**config.mk**
```make
export PLATFORM = sky130hd
export DESIGN_NAME = tick_coalescer
export DESIGN_NICKNAME = d
export VERILOG_FILES = /design/src/rtl/tick_coal_pkg.sv /design/src/rtl/tick_coal_ack_qual.sv /design/src/rtl/tick_coal_pend_ctr.sv /design/src/rtl/tick_coal_issue.sv /design/src/rtl/tick_coalescer.sv
export SDC_FILE = /design/constraint.sdc
export NUM_CORES = 1
export LEC_CHECK = 0
export ABC_AREA = 1
export BUFFER_PORTS_ARGS = -buffer_cell sky130_fd_sc_hd__buf_4
export CAP_MARGIN = 20
export CORE_MARGIN = 2
export CORE_UTILIZATION = 34
export DETAILED_ROUTE_END_ITERATION = 7
export GPL_ROUTABILITY_DRIVEN = 0
export PLACE_DENSITY_LB_ADDON = 0.1
export SYNTH_ARGS = -nofsm -noshare
export SYNTH_HDL_FRONTEND = slang
export SYNTH_HIERARCHICAL = 1
export SYNTH_SLANG_ARGS = --single-unit
```
**constraint.sdc**
```tcl
create_clock -name clk_i -period 5 [get_ports clk_i]
set_clock_uncertainty 0.05 [all_clocks]
set_input_delay 0.25 -clock clk_i [delete_from_list [all_inputs] [get_ports clk_i]]
set_output_delay 0.25 -clock clk_i [all_outputs]
set_load 0.05 [all_outputs]
```
**src/rtl/tick_coal_pkg.sv**
```systemverilog
package tick_coal_pkg;
   typedef enum logic [1:0] {
      CNT_HOLD = 2'b00,
      CNT_UP   = 2'b01,
      CNT_DOWN = 2'b10
   } cnt_op_e;

   function automatic cnt_op_e pick_op(input logic up, input logic down);
      if (up && !down)      return CNT_UP;
      else if (down && !up) return CNT_DOWN;
      else                  return CNT_HOLD;
   endfunction
endpackage

```
**src/rtl/tick_coal_ack_qual.sv**
```systemverilog
module tick_coal_ack_qual #(
   parameter int VEC_W = 8
) (
   input  logic             ack_valid_i,
   input  logic [VEC_W-1:0] ack_vec_i,
   input  logic [VEC_W-1:0] exp_vec_i,
   input  logic             line_mask_i,
   input  logic             pend_nz_i,
   output logic             ack_ok_o
);
   generate
      if (VEC_W < 1) begin : g_bad_vec
         $error("tick_coal_ack_qual: VEC_W must be at least 1");
      end
   endgenerate

   logic vec_match;
   assign vec_match = (ack_vec_i == exp_vec_i);
   assign ack_ok_o  = ack_valid_i && pend_nz_i && vec_match && !line_mask_i;
endmodule

```
**src/rtl/tick_coal_pend_ctr.sv**
```systemverilog
module tick_coal_pend_ctr
   import tick_coal_pkg::*;
#(
   parameter int CNT_W = 8
) (
   input  logic clk_i,
   input  logic rst_ni,
   input  logic inc_i,
   input  logic dec_i,
   output logic nz_o
);
   localparam logic [CNT_W-1:0] CNT_MAX = {CNT_W{1'b1}};

   generate
      if (CNT_W < 1 || CNT_W > 30) begin : g_bad_cnt
         $error("tick_coal_pend_ctr: CNT_W out of range 1..30");
      end
   endgenerate

   logic [CNT_W-1:0] cnt_q, cnt_d;
   cnt_op_e          op;

   assign op = pick_op(inc_i, dec_i);

   always_comb begin
      cnt_d = cnt_q;
      unique case (op)
         CNT_UP:   if (cnt_q != CNT_MAX) cnt_d = cnt_q + 1'b1;
         CNT_DOWN: if (cnt_q != '0)      cnt_d = cnt_q - 1'b1;
         default:  cnt_d = cnt_q;
      endcase
   end

   always_ff @(posedge clk_i) begin
      if (!rst_ni) cnt_q <= '0;
      else         cnt_q <= cnt_d;
   end

   assign nz_o = (cnt_q != '0);

   a_r2_tick_adds: assert property (@(posedge clk_i) disable iff (!rst_ni)
      inc_i && !dec_i && cnt_q != CNT_MAX |=> cnt_q == $past(cnt_q) + 1'b1);
   a_r3_saturate: assert property (@(posedge clk_i) disable iff (!rst_ni)
      inc_i && !dec_i && cnt_q == CNT_MAX |=> cnt_q == CNT_MAX);
   a_r4_both_hold: assert property (@(posedge clk_i) disable iff (!rst_ni)
      inc_i && dec_i |=> $stable(cnt_q));
   a_r5_ack_subs: assert property (@(posedge clk_i) disable iff (!rst_ni)
      dec_i && !inc_i && cnt_q != '0 |=> cnt_q == $past(cnt_q) - 1'b1);
endmodule

```
**src/rtl/tick_coal_issue.sv**
```systemverilog
module tick_coal_issue #(
   parameter int TIME_W     = 16,
   parameter int MAX_WAIT   = 1000,
   parameter bit TIMEOUT_EN = 1'b1
) (
   input  logic              clk_i,
   input  logic              rst_ni,
   input  logic              pend_nz_i,
   input  logic              ack_ok_i,
   input  logic [TIME_W-1:0] time_i,
   output logic              irq_o
);
   generate
      if (TIME_W < 2 || TIME_W > 31) begin : g_bad_time
         $error("tick_coal_issue: TIME_W out of range 2..31");
      end
      if (MAX_WAIT < 1 || MAX_WAIT >= (1 << TIME_W)) begin : g_bad_wait
         $error("tick_coal_issue: MAX_WAIT must be in 1..2**TIME_W-1");
      end
   endgenerate

   localparam logic [TIME_W-1:0] WAIT_LIM = TIME_W'(MAX_WAIT);

   logic acked_q;
   logic irq_q;
   logic timed_out;
   logic issue;

   generate
      if (TIMEOUT_EN) begin : g_timeout
         logic [TIME_W-1:0] last_q;
         logic [TIME_W-1:0] elapsed;
         assign elapsed   = time_i - last_q;
         assign timed_out = (elapsed >= WAIT_LIM);
         always_ff @(posedge clk_i) begin
            if (!rst_ni)    last_q <= '0;
            else if (issue) last_q <= time_i;
         end
      end else begin : g_no_timeout
         logic unused_time;
         assign unused_time = ^time_i;
         assign timed_out   = 1'b0;
      end
   endgenerate

   assign issue = pend_nz_i && !irq_q && (acked_q || timed_out);

   always_ff @(posedge clk_i) begin
      if (!rst_ni) begin
         acked_q <= 1'b1;
         irq_q   <= 1'b0;
      end else begin
         irq_q <= issue;
         if (ack_ok_i)   acked_q <= 1'b1;
         else if (issue) acked_q <= 1'b0;
      end
   end

   assign irq_o = irq_q;

   a_r8_one_cycle: assert property (@(posedge clk_i) disable iff (!rst_ni)
      irq_q |=> !irq_q);
   a_r8_clears_ack: assert property (@(posedge clk_i) disable iff (!rst_ni)
      issue && !ack_ok_i |=> !acked_q);
   a_r9_ack_wins: assert property (@(posedge clk_i) disable iff (!rst_ni)
      ack_ok_i |=> acked_q);
   a_r7_needs_work: assert property (@(posedge clk_i) disable iff (!rst_ni)
      !pend_nz_i |=> !irq_q);
endmodule

```
**src/rtl/tick_coalescer.sv**
```systemverilog
module tick_coalescer #(
   parameter int CNT_W      = 8,
   parameter int VEC_W      = 8,
   parameter int TIME_W     = 16,
   parameter int MAX_WAIT   = 1000,
   parameter bit TIMEOUT_EN = 1'b1
) (
   input  logic              clk_i,
   input  logic              rst_ni,
   input  logic              tick_i,
   input  logic              ack_valid_i,
   input  logic [VEC_W-1:0]  ack_vec_i,
   input  logic [VEC_W-1:0]  exp_vec_i,
   input  logic              line_mask_i,
   input  logic [TIME_W-1:0] time_i,
   output logic              irq_o,
   output logic              busy_o
);
   logic pend_nz;
   logic ack_ok;

   tick_coal_ack_qual #(.VEC_W(VEC_W)) u_qual (
      .ack_valid_i (ack_valid_i),
      .ack_vec_i   (ack_vec_i),
      .exp_vec_i   (exp_vec_i),
      .line_mask_i (line_mask_i),
      .pend_nz_i   (pend_nz),
      .ack_ok_o    (ack_ok)
   );

   tick_coal_pend_ctr #(.CNT_W(CNT_W)) u_pend (
      .clk_i  (clk_i),
      .rst_ni (rst_ni),
      .inc_i  (tick_i),
      .dec_i  (ack_ok),
      .nz_o   (pend_nz)
   );

   tick_coal_issue #(
      .TIME_W     (TIME_W),
      .MAX_WAIT   (MAX_WAIT),
      .TIMEOUT_EN (TIMEOUT_EN)
   ) u_issue (
      .clk_i     (clk_i),
      .rst_ni    (rst_ni),
      .pend_nz_i (pend_nz),
      .ack_ok_i  (ack_ok),
      .time_i    (time_i),
      .irq_o     (irq_o)
   );

   assign busy_o = pend_nz;

   a_r6_idle_ack: assert property (@(posedge clk_i) disable iff (!rst_ni)
      !busy_o && !tick_i |=> !busy_o);
   a_r5_drop_needs_ack: assert property (@(posedge clk_i) disable iff (!rst_ni)
      busy_o && !ack_ok |=> busy_o);
endmodule

```
# Word level (Yosys, flattened, before mapping)

Index checks and enable logic that the tools add are counted.

Register bits: 26
Bits of input ports: 37
Output and inout port bits: 2

Add/subtract/negate cells: 3
$lt $le $gt $ge: 1
Equality and inequality tests: 6
Multiplexer cells: 5
Bitwise operators: 1
Reductions and logical operators: 16

Operators by type and width:

| kind                                                                 | count |
|---|---|
| greater-or-equal comparator 16 x 10 -> 1 bit (second input constant) | 1 |
| 2-to-1 mux 8 bit                                                     | 2 |
| one-hot mux 8 bit (2 select lines)                                   | 1 |
| subtractor 16 bit                                                    | 1 |
| adder 8 x 1 -> 8 bit (second input constant)                         | 1 |
| == test 8 bit                                                        | 1 |
| != test 8 bit (second input constant)                                | 1 |
| nonzero test 8 bit                                                   | 1 |
| subtractor 8 x 1 -> 8 bit (second input constant)                    | 1 |
| logical AND 1 bit                                                    | 7 |
| zero test 1 bit                                                      | 4 |
| 2-to-1 mux 2 bit                                                     | 2 |
| != test 2 x 1 -> 1 bit (second input constant)                       | 2 |
| AND reduction 3 bit                                                  | 1 |
| == test 2 x 1 -> 1 bit (second input constant)                       | 1 |
| == test 2 bit (second input constant)                                | 1 |
| nonzero test 2 bit                                                   | 1 |
| OR reduction 2 bit                                                   | 1 |
| logical OR 1 bit                                                     | 1 |
| NOT 1 bit                                                            | 1 |

# Longest topological paths before layout

Word-level depth: 10
Mapped depth: 24

# By module

The synthesis kept the hierarchy.

Modules (own cells, without submodules):

| module             | instances | cells an instance | area each (um^2) | seq. area each (um^2) |
|---|---|---|---|---|
| tick_coal_issue    | 1         | 336               | 1935.6           | 360.3 |
| tick_coal_pend_ctr | 1         | 125               | 779.5            | 160.2 |
| tick_coal_ack_qual | 1         | 39                | 158.9            | 0.0 |

# Least setup slack after synthesis

Ideal clock, no wire load.

Path type: register to register
Start: reg u_pend.cnt_q[2]
End: reg u_pend.cnt_q[6]
Library setup time: 0.109 ns
Data arrival time: 2.448 ns
Data required time: 4.841 ns
Path slack: 2.393 ns
Stages on the path, launching flop included: 24
Path buffers: 1
Clock period less this slack: 2.607 ns
Cells stage by stage: dfxtp_1 inv_1 nand2_1 nor3_2 nand3_1 nand2_1 nor2_1 nand3_1 nor2_1 buf_6 nand3_4 nand2_1 inv_1 ha_1 inv_1 nand2_1 nand3_1 inv_1 nand3_1 nand2_1 nand2_1 nand3_1 nand2_1 inv_1

Longest elaborated chain between the ends: 10
Elaborated cells on any way between the ends: 21
Those cells by class: add/sub (2); eq/ne (5); mux (5); reduce/logical (9)

RTL lines:

| item                                                                          | RTL line                                | source |
|---|---|---|
| from (decl)                                                                   | tick_coal_pend_ctr.sv:20                | `logic [CNT_W-1:0] cnt_q, cnt_d;` |
| from (signal assigned)                                                        | tick_coal_pend_ctr.sv:36                | `else cnt_q <= cnt_d;` |
| nonzero test 8 bit *                                                          | tick_coal_pend_ctr.sv:39                | `assign nz_o = (cnt_q != '0);` |
| via busy_o                                                                    | tick_coalescer.sv:17                    | `output logic busy_o` |
| logical AND 1 bit * (3 in series)                                             | tick_coal_ack_qual.sv:19                | `assign ack_ok_o = ack_valid_i && pend_nz_i && vec_match && !line_mask_i;` |
| via ack_ok                                                                    | tick_coalescer.sv:20                    | `logic ack_ok;` |
| logical AND 1 bit or zero test 1 bit (tied branches)                          | tick_coal_pkg.sv:10, tick_coal_pkg.sv:9 |  |
| 2-to-1 mux 2 bit or logical AND 1 bit (tied branches)                         | tick_coal_pkg.sv:10, tick_coal_pkg.sv:9 |  |
| 2-to-1 mux 2 bit *                                                            | tick_coal_pkg.sv:9                      | `if (up && !down) return CNT_UP;` |
| == test 2 bit or == test 2 x 1 -> 1 bit (tied branches)                       | tick_coal_pend_ctr.sv:27                | `unique case (op)` |
| != test 2 x 1 -> 1 bit (no source line) or nonzero test 2 bit (tied branches) | -                                       |  |
| AND reduction 3 bit (no source line)                                          | -                                       |  |

The timed path passes the listed nets; every way through them passes the cells marked *. The select of a mux whose other input is x is not followed.
A chain may end at the register's enable or synchronous reset.

# Final worst setup path

Start: reg u_pend.cnt_q[2]
End: reg u_pend.cnt_q[6]

Longest elaborated chain between the ends: 10
Elaborated cells on any way between the ends: 21
Those cells by class: add/sub (2); eq/ne (5); mux (5); reduce/logical (9)

RTL lines:

| item                                                                          | RTL line |
|---|---|
| nonzero test 8 bit *                                                          | tick_coal_pend_ctr.sv:39 |
| logical AND 1 bit * (3 in series)                                             | tick_coal_ack_qual.sv:19 |
| via ack_ok                                                                    | tick_coalescer.sv:20 |
| logical AND 1 bit or zero test 1 bit (tied branches)                          | tick_coal_pkg.sv:10, tick_coal_pkg.sv:9 |
| 2-to-1 mux 2 bit or logical AND 1 bit (tied branches)                         | tick_coal_pkg.sv:10, tick_coal_pkg.sv:9 |
| 2-to-1 mux 2 bit *                                                            | tick_coal_pkg.sv:9 |
| == test 2 bit or == test 2 x 1 -> 1 bit (tied branches)                       | tick_coal_pend_ctr.sv:27 |
| != test 2 x 1 -> 1 bit (no source line) or nonzero test 2 bit (tied branches) | - |
| AND reduction 3 bit (no source line)                                          | - |

Marked as above.

==> impl_results.md <==
- Vias/cell: around 4.5
- Starting density of the core: 35.0%
- GRT overflow: 0
- Largest net degree at the start of global routing: 34
- Vias in the first global route: between 2000 and 3000
- Final ANT Viol Nets: 0
- PostCTS Resize Cnt: 0
- Cells after DPL: 634
- Post-synthesis sequential area ratio: approximately 18%
- CTS tree: yes
- Post-CTS Setup Bufs: 0
- Full die area: 9200 µm²
- Mapped cell area: 2870 µm²
- Status: finished clean
- DR pass1 iterations: 4
- Crit-path max FO: 9
- Finished Layout Cells: between 600 and 700
- HPWL after detailed placement: 5290 µm
- Sequential Area: between 500 and 600 µm²
- Pre-CTS setup slack: approximately 2 ns
- Worst-path clk slew: 0.10 ns
- Slew margin rel.: 32.2%
- I/O Pins: 39
- Maxcap violations: 0
- Multi-input logic area: between 1500 and 2000 µm²
- Syn nets: 554
- Clock sink total: 26
- Worst Tran Pin Value: 1.01 ns
- WP data arrival: 3.15 ns
- Peak supply drop: approximately 0.11 mV
- Area after DPL: 3220 µm²
- Initial antenna violation count: 0
- Die height: 95.9 µm
- Area growth from synthesis to layout: 14.0%
- Yosys warns: 6
- Fin crit share: roughly 60%
- Total negative slack: 0 ns
- Buffers on Ports: 38
- RSZ-0062 raised after global routing: no
- Ant. Diodes: 0
- Die X: between 90 and 100 µm
- Core area: 8220 µm²
- H-tree lvl count: 1
- F_max: approximately 330 MHz
- Layout cells sized above 1: 16.7%
- DR vias: 2853
- Distinct cells, synth: 34
- Synth Register Bits: 26
- # rows: 33
- Routed len/inst: 10.2 µm
- Final setup fails: 0
- Min-delay worst type: in2reg
- Hold Buf Count CTS: 0
- PwrDens: 244 nW/µm²
- Fin area: 3280 µm²
- Drt initial violations: 62
- Max Slew Vio Count: 0
- Clock root cell: clkbuf_8
- Post-Route WL: 6490 µm
- Leakage power: between 1.5 and 2 nW
- CTS buffer count: 3
- FILL cells: 908
- Clk buf depth: 2
- Worst EP required: 5.14 ns
- Worst setup path class: reg2reg
- Nets: 588
- Final worst slack: a little under 2 ns
- Design Power: ~0.8 mW
- Tot GR Track Use: 15.4%
- First-pass GRT wire length: 11500 µm
- Mean post-synth cell area: 5.75 µm²
- DR DRC count: 0
- Hold Vio Cnt, Final: 0
- CP endpoint kind: register
- Post-Synthesis Cells: 500
- Fin crit period: ~3 ns
- Clock latency on the worst-skew pair: 0.27 ns
- Crit start category: register
-- worst max-delay path, stage by stage, from the launching register on --
cell and delay (ns):
dfxtp_1 0.38, inv_1 0.08, nand2_1 0.10, nor3_2 0.05, nand3_1 0.15, nand2_1 0.07, nor2_1 0.09, nand3_1 0.08
nor2_1 0.78, nand3_4 0.16, nand2_1 0.11, inv_1 0.04, ha_1 0.16, inv_1 0.07, nand2_1 0.05, nand3_1 0.08
inv_1 0.06, nand3_1 0.09, nand2_1 0.05, nand2_1 0.05, nand3_1 0.06, nand2_1 0.07, inv_1 0.03
-- Yosys cell counts (all sizes together) --
cell / n / share of area, %
a21oi: 28 / 6.2
and2: 2 / 0.44
buf: 10 / 2.8
dfxtp: 26 / 18
fa: 1 / 0.70
ha: 16 / 7.0
inv: 111 / 15
nand2: 168 / 24
nand3: 58 / 12
nand3b: 1 / 0.26
nand4: 6 / 1.3
nor2: 49 / 7.2
nor3: 3 / 0.70
o21ai: 8 / 1.4
o21bai: 2 / 0.91
or2: 3 / 0.65
xnor2: 4 / 1.2
xor2: 4 / 1.2
-- where the power goes --
group	leakage [nW]	switching, mW	internal (mW)
registers	0.216	0.0198	0.234
logic	1.65	0.246	0.158
clock network	0.0288	0.0707	0.0705
-- sequential cells by signal, indices dropped and copies added, names as in the netlist --
signal	count
u_issue/g_timeout.last_q	16
u_pend/cnt_q	8
u_issue/acked_q	1
u_issue/irq_o	1
-- path summary, 6_finish.rpt --
kind	slack (ns)	endpoint	depth (start not counted)	startpoint
setup / recovery	1.99	u_pend/cnt_q[6]$_SDFFE_PN0P_	22	u_pend/cnt_q[2]$_SDFFE_PN0P_
hold / removal	0.25	u_issue/g_timeout.last_q[12]$_SDFFE_PN0P_	5	time_i[12]
setup reg to reg	1.99	u_pend/cnt_q[6]$_SDFFE_PN0P_	22	u_pend/cnt_q[2]$_SDFFE_PN0P_
hold reg to reg	0.42	u_issue/acked_q$_SDFFE_PP1P_	2	u_issue/acked_q$_SDFFE_PP1P_
-- metrics by stage --
step	hold WS, ns	util, %
6_report	0.251	39.9
5_1_grt	0.265	39.9
4_1_cts	0.242	39.9
3_5_place_dp	0.416	39.2
3_3_place_gp	0.411	39.2
2_1_floorplan	0.326	-
-- logic make-up after synthesis --
family	after synthesis	synth area share (%)
buffers and inverters	121	17.4
XOR/XNOR	8	2.44
flip-flops	26	18.1
AO/OA/AOI/OAI	38	8.49
AND/OR/NAND/NOR	290	45.9
adder cells (fa/ha/maj)	17	7.66
-- final cells by class --
type,instances,share of cell area (%)
multi-input cells,353,56.7
flip-flops and latches,26,15.9
inverters,111,12.8
repair buffers,39,8.94
well taps,105,4.01
clock buffers,4,1.68
-- placed cells by master, fill, tap and decap left out --
cell type,Yosys,final
nor3_1,2,2
inv_1,105,105
nand2_2,11,11
a21oi_1,18,18
nor2_1,42,41
nand4_1,6,6
and2_1,2,2
nand3_2,4,4
or2_2,1,1
ha_1,16,16
nand3_1,52,52
xnor2_1,4,4
inv_2,5,5
nor2_2,6,7
nand3b_1,1,1
inv_4,1,1
o21ai_1,1,1
nor3_2,1,1
nand2_8,1,1
buf_4,0,39
nor2_4,1,1
o21ai_0,7,7
fa_1,1,1
o21bai_1,1,1
dfxtp_1,26,26
xor2_1,4,4
o21bai_4,1,1
nand2_1,155,155
nand3_4,2,2
clkbuf_8,0,4
nand2_4,1,1
or2_1,2,2
a21oi_2,10,10
-- layer usage --
layer | global-route usage [%] | up-vias | share of wire [%]
li1 | - | 1584 | -
met1 | 19.9 | 1225 | 49
met2 | 27.6 | 40 | 47
met3 | 1.80 | 4 | 3.0
met4 | 3.21 | 0 | 0.77
met5 | 0 | - | 0
(Power assumes the default switching activity.)
